==> config.mk <==
export PLATFORM = sky130hd
export DESIGN_NAME = oc_channel
export DESIGN_NICKNAME = d
export VERILOG_FILES = /design/src/rtl/oc_channel.sv
export SDC_FILE = /design/constraint.sdc
export NUM_CORES = 1
export LEC_CHECK = 0
export BUFFER_PORTS_ARGS = -buffer_cell sky130_fd_sc_hd__buf_2
export CORE_MARGIN = 1
export CORE_UTILIZATION = 37
export CTS_CLUSTER_SIZE = 12
export DETAILED_ROUTE_END_ITERATION = 10
export PLACE_DENSITY_LB_ADDON = 0.05
export SYNTH_ARGS = -nofsm -noshare
export SYNTH_HDL_FRONTEND = slang
export SYNTH_SLANG_ARGS = --single-unit
export TNS_END_PERCENT = 1
==> constraint.sdc <==
create_clock -name clk -period 2.7 [get_ports clk]
set_input_delay 0.405 -clock clk [delete_from_list [all_inputs] [get_ports clk]]
set_output_delay 0.405 -clock clk [all_outputs]
set_load 0.01 [all_outputs]
==> src/rtl/oc_channel.sv <==
module oc_channel #(
  parameter int TW = 16
) (
  input  logic          clk,
  input  logic          rst_n,
  input  logic          wr_en,
  input  logic [1:0]    wr_addr,
  input  logic [TW-1:0] wr_data,
  input  logic [TW-1:0] tmr,
  input  logic          fault_in,
  input  logic          trig_in,
  output logic          oc_out,
  output logic          fault_stat,
  output logic          trig_stat
);

  localparam logic [2:0] M_OFF = 3'b000, M_SET1 = 3'b001, M_CLR1 = 3'b010, M_TOG = 3'b011,
                         M_PUL1 = 3'b100, M_PULC = 3'b101, M_EPWM = 3'b110, M_CPWM = 3'b111;

  logic [2:0]    mode;
  logic          trig_auto, fault_en;
  logic [TW-1:0] cmp_a, cmp_b;
  logic          oc_q, done, phase;

  wire ctrl_wr   = wr_en && (wr_addr == 2'd0);
  wire hit_a     = (tmr == cmp_a);
  wire hit_b     = (tmr == cmp_b);
  wire pwm       = mode[2] & mode[1];
  wire fault_now = pwm & fault_en & fault_in;
  wire fault_clr = ctrl_wr & wr_data[5];
  wire trig_clr  = ctrl_wr & wr_data[6];

  assign oc_out = oc_q & ~(pwm & fault_en & (fault_in | fault_stat));

  always_ff @(posedge clk) begin
    if (!rst_n) begin
      mode      <= M_OFF;
      trig_auto <= 1'b0;
      fault_en  <= 1'b0;
      cmp_a     <= '0;
      cmp_b     <= '0;
    end else if (wr_en) begin
      case (wr_addr)
        2'd0: begin
          mode      <= wr_data[2:0];
          trig_auto <= wr_data[3];
          fault_en  <= wr_data[4];
        end
        2'd1: cmp_a <= wr_data;
        2'd2: cmp_b <= wr_data;
        default: ;
      endcase
    end
  end

  always_ff @(posedge clk) begin
    if (!rst_n) begin
      oc_q  <= 1'b0;
      done  <= 1'b0;
      phase <= 1'b0;
    end else if (ctrl_wr) begin
      oc_q  <= (wr_data[2:0] == M_CLR1);
      done  <= 1'b0;
      phase <= 1'b0;
    end else begin
      case (mode)
        M_SET1: if (!done && hit_a) begin oc_q <= 1'b1; done <= 1'b1; end
        M_CLR1: if (!done && hit_a) begin oc_q <= 1'b0; done <= 1'b1; end
        M_TOG:  if (hit_a) oc_q <= ~oc_q;
        M_PUL1, M_PULC: begin
          if (!done) begin
            if (!phase) begin
              if (hit_a) begin oc_q <= 1'b1; phase <= 1'b1; end
            end else if (hit_b) begin
              oc_q  <= 1'b0;
              phase <= 1'b0;
              done  <= (mode == M_PUL1);
            end
          end
        end
        M_EPWM: if (hit_a) oc_q <= 1'b0; else if (hit_b) oc_q <= 1'b1;
        M_CPWM: if (hit_b) oc_q <= 1'b0; else if (hit_a) oc_q <= 1'b1;
        default: oc_q <= 1'b0;
      endcase
    end
  end

  always_ff @(posedge clk) begin
    if (!rst_n) begin
      fault_stat <= 1'b0;
      trig_stat  <= 1'b0;
    end else begin
      fault_stat <= fault_now | (fault_stat & ~fault_clr);
      trig_stat  <= trig_in | (trig_stat & ~trig_clr & ~(trig_auto & hit_b));
    end
  end


  off_low_chk: assert property (@(posedge clk) disable iff (!rst_n)
    (mode == M_OFF && !ctrl_wr) |=> !oc_out);


  set_once_chk: assert property (@(posedge clk) disable iff (!rst_n)
    (mode == M_SET1 && oc_q && !ctrl_wr) |=> oc_q);


  clr_once_chk: assert property (@(posedge clk) disable iff (!rst_n)
    (mode == M_CLR1 && !oc_q && !ctrl_wr) |=> !oc_q);


  pulse_done_chk: assert property (@(posedge clk) disable iff (!rst_n)
    (mode == M_PUL1 && done && !ctrl_wr) |=> !oc_q);


  fault_sticky_chk: assert property (@(posedge clk) disable iff (!rst_n)
    (fault_stat && !fault_clr) |=> fault_stat);


  fault_pwm_only_chk: assert property (@(posedge clk) disable iff (!rst_n)
    (!pwm && !fault_stat) |=> !fault_stat);


  trig_manual_chk: assert property (@(posedge clk) disable iff (!rst_n)
    (trig_stat && !trig_auto && !trig_clr) |=> trig_stat);

endmodule

==> summary.txt <==
Worst setup path
  • Critical-path top delay cell: nor4_4
  • CP Class: flop to flop
  • CP peak stage delay: 0.52 ns
  • R2R depth: 7
  • CP Launch Type: flop
  • Reg2Reg Setup Slack: 0.84 ns
  • Crit path buf inv count: 0
  • Crit end category: flop
  • FF-to-FF End: oc_q
  • CP top delay family: simple AND/OR/NAND/NOR gates
  • CP cell instances: xnor2_1 > nand4_1 > nor4_4 > o31ai_2 > a22oi_2 > o21ai_1 > a31oi_1
  • RR Startpoint: cmp_b[8]
  • Crit Path Max Fanout: 6
  • CP required: 2.92 ns
  • Arr. time, crit path: 2.08 ns

Global routing
  • Number of global-route vias before repair: 1752
  • Initial antenna violation count: 0
  • Gr usage total: 18.7%
  • Largest net degree at the start of global routing: 42
  • First-pass GRT wire length: 8670 um
  • Remaining Overflow, GRT: 0

Drt
  • DR DRC count: 0
  • Vias per cell: 4.94
  • DRT Wirelength: 5160 um
  • Routed Antenna Nets: 0
  • Avg WL per Cell: 14.0 um
  • Initial DRC count: 77
  • Via count: 1813
  • Pre-Repair DR Iteration Count: 4

Placed design
  • DP Cell Count: 359
  • Worst slack, placed: 0.632 ns
  • DP HPWL: 3580 um
  • Placed inst area: 2380 sq um
  • RePlAce Congestion: 0.813
  • PortBufs: 41

Die
  • Die height: 78.2 um
  • Core area: 5540 sq um
  • Row Count: 27
  • Initial core utilization: 38.8%
  • Top Ports: 42
  • Chip Width: 78.2 um
  • Die area: 6110 sq um

Synth
  • Synth top area share: 39.2%
  • Ranking of synthesized cells by area: dfxtp_1 (39%), nand2_1 (15%), xnor2_1 (13%)
  • Synth Warn #: 0
  • Avg Cell Area, Syn: 8.29 sq um
  • Syn Inst Count: 259
  • EDFF count, synth: 0
  • Synth Register Bits: 42
  • Post-Syn Area: 2150 sq um
  • Primary FF master, synth: dfxtp_1
  • Syn_nets: 298
  • Yosys cell types: 36
  • Post-synth ARST share: 0%
  • Sequential area share after synthesis: 39.2%
  • Area leader, netlist: dfxtp_1

Clock network
  • CTS Root Cell: clkbuf_8
  • Clock slew at reported path FFs: 0.08 ns
  • Post-CTS setup buffer count: 0
  • CTS tree: done
  • CTS max path bufs: 2
  • # hold bufs at CTS: 0
  • Num Clock Sinks: 42
  • Post-cts gate resize count: 0
  • Num CTS Buffers: 5
  • # H-tree levels: 2
  • Worst-skew pair later-pin latency: 0.29 ns

Layout
  • Layout Cells excl Fill: 367
  • Area growth from synthesis to layout: 15.0%
  • Post-route cell area: 2470 sq um
  • # nets final: 333
  • Number of antenna diodes: 0
  • Layout cell share with drive strength beyond 1: 18.6%

STA
  • TNS Setup: 0 ns
  • Final WS setup: 0.843 ns
  • RSZ-0062 raised after global routing: no
  • Skew final: 0.00251 ns
  • F_max: 538 MHz
  • Final Cycle Share: 68.8%
  • # setup viols final: 0
  • Slew Viols, Final: 0
  • Worst-margin pin slew: 0.725 ns
  • Fin. Hold Viols: 0
  • Worst relative slew slack: 51.6%
  • Post-route minimum period: 1.86 ns

Worst hold path
  • HP Class: input pin to flop
  • Hold Path Sink: trig_stat
  • Hold path depth: 2
  • Hold Startpoint: trig_in

Job
  • Max Cap Violations: 0

Outcome
  • Status: finished clean

Power
  • Lkg Pwr: 0.861 nW
  • PwrDens: 502 nW/um^2
  • VDD IR max: 0.180 mV
-- synthesized netlist by cell type, types with 2 or more instances --
| cell | instances |
|---|---|
| nor2_1 | 6 |
| xnor2_1 | 33 |
| nand4_1 | 9 |
| and2_1 | 2 |
| o21ai_1 | 3 |
| a21oi_1 | 2 |
| dfxtp_1 | 42 |
| clkbuf_1 | 10 |
| a21boi_1 | 38 |
| inv_1 | 2 |
| o21ai_0 | 2 |
| nor3b_1 | 3 |
| buf_6 | 2 |
| nand2_1 | 83 |
-- power breakdown --
part / switching (mW) / internal, mW / leakage, nW
combinational: 0.0852 / 0.0770 / 0.472
clock: 0.215 / 0.207 / 0.0482
sequential: 0.0168 / 0.639 / 0.341
-- routing by layer --
metal  GRT usage, %  up-vias  wire [um]
met1           24.4      839       2630
met5              0        -          0
li1               -      936          -
met2           29.7       32       2240
met3           4.88        6        217
met4           6.11        0         63
-- cells by family after synthesis --
kind of cell / Yosys count / synth area share [%]
AOI/OAI and AO/OA: 57 / 19.8
buffers and inverters: 16 / 3.73
and+or+nand+nor: 111 / 23.8
DFF: 42 / 39.2
xor gates and xnor gates: 33 / 13.5
-- registers in the layout, summed over array words and instances, names as in the netlist --
signal,flops
cmp_a,16
cmp_b,16
mode,3
done,1
fault_en,1
fault_stat,1
oc_q,1
phase,1
trig_auto,1
trig_stat,1
-- worst max path at each step --
stage               from   end  depth (start not counted)
2_1_floorplan     tmr[8]  oc_q                          7
3_3_place_gp      tmr[4]  oc_q                          8
3_5_place_dp      tmr[8]  oc_q                          8
4_1_cts         cmp_b[8]  oc_q                          7
5_1_grt        cmp_a[13]  oc_q                          7
6_report        cmp_b[8]  oc_q                          7
-- layout by cell type (no fill, tap or decap), drive strengths merged, types with 2 or more instances in the layout --
master and n:
clkbuf 7, nand2 83, nor4 2, dfxtp 42, xnor2 33, a21oi 3
o21ai 5, inv 2, nor3b 4, nor2 6, nand4 9, and2 2
buf 42, a21boi 38
-- final cells by class --
cell class / instances / area, sq um
Sequential cell: 42 / 841
Timing Repair Buffer: 42 / 213
Clock buffer: 7 / 86.3
Tap cell: 72 / 90.1
Inverter: 2 / 7.51
Fill cell: 586 / 3070
Clock inverter: 1 / 5.00
Multi-Input combinational cell: 201 / 1230
-- stage by stage --
stage	utilization, %	power [mW]	hold slack [ns]
after global routing	44.6	1.31	0.313
after detailed placement	42.9	0.835	0.452
after floorplan	-	0.767	0.435
final	44.6	1.24	0.319
after global placement	42.9	0.836	0.455
after CTS	44.6	1.26	0.311
Power figures use the tool's default switching activity.
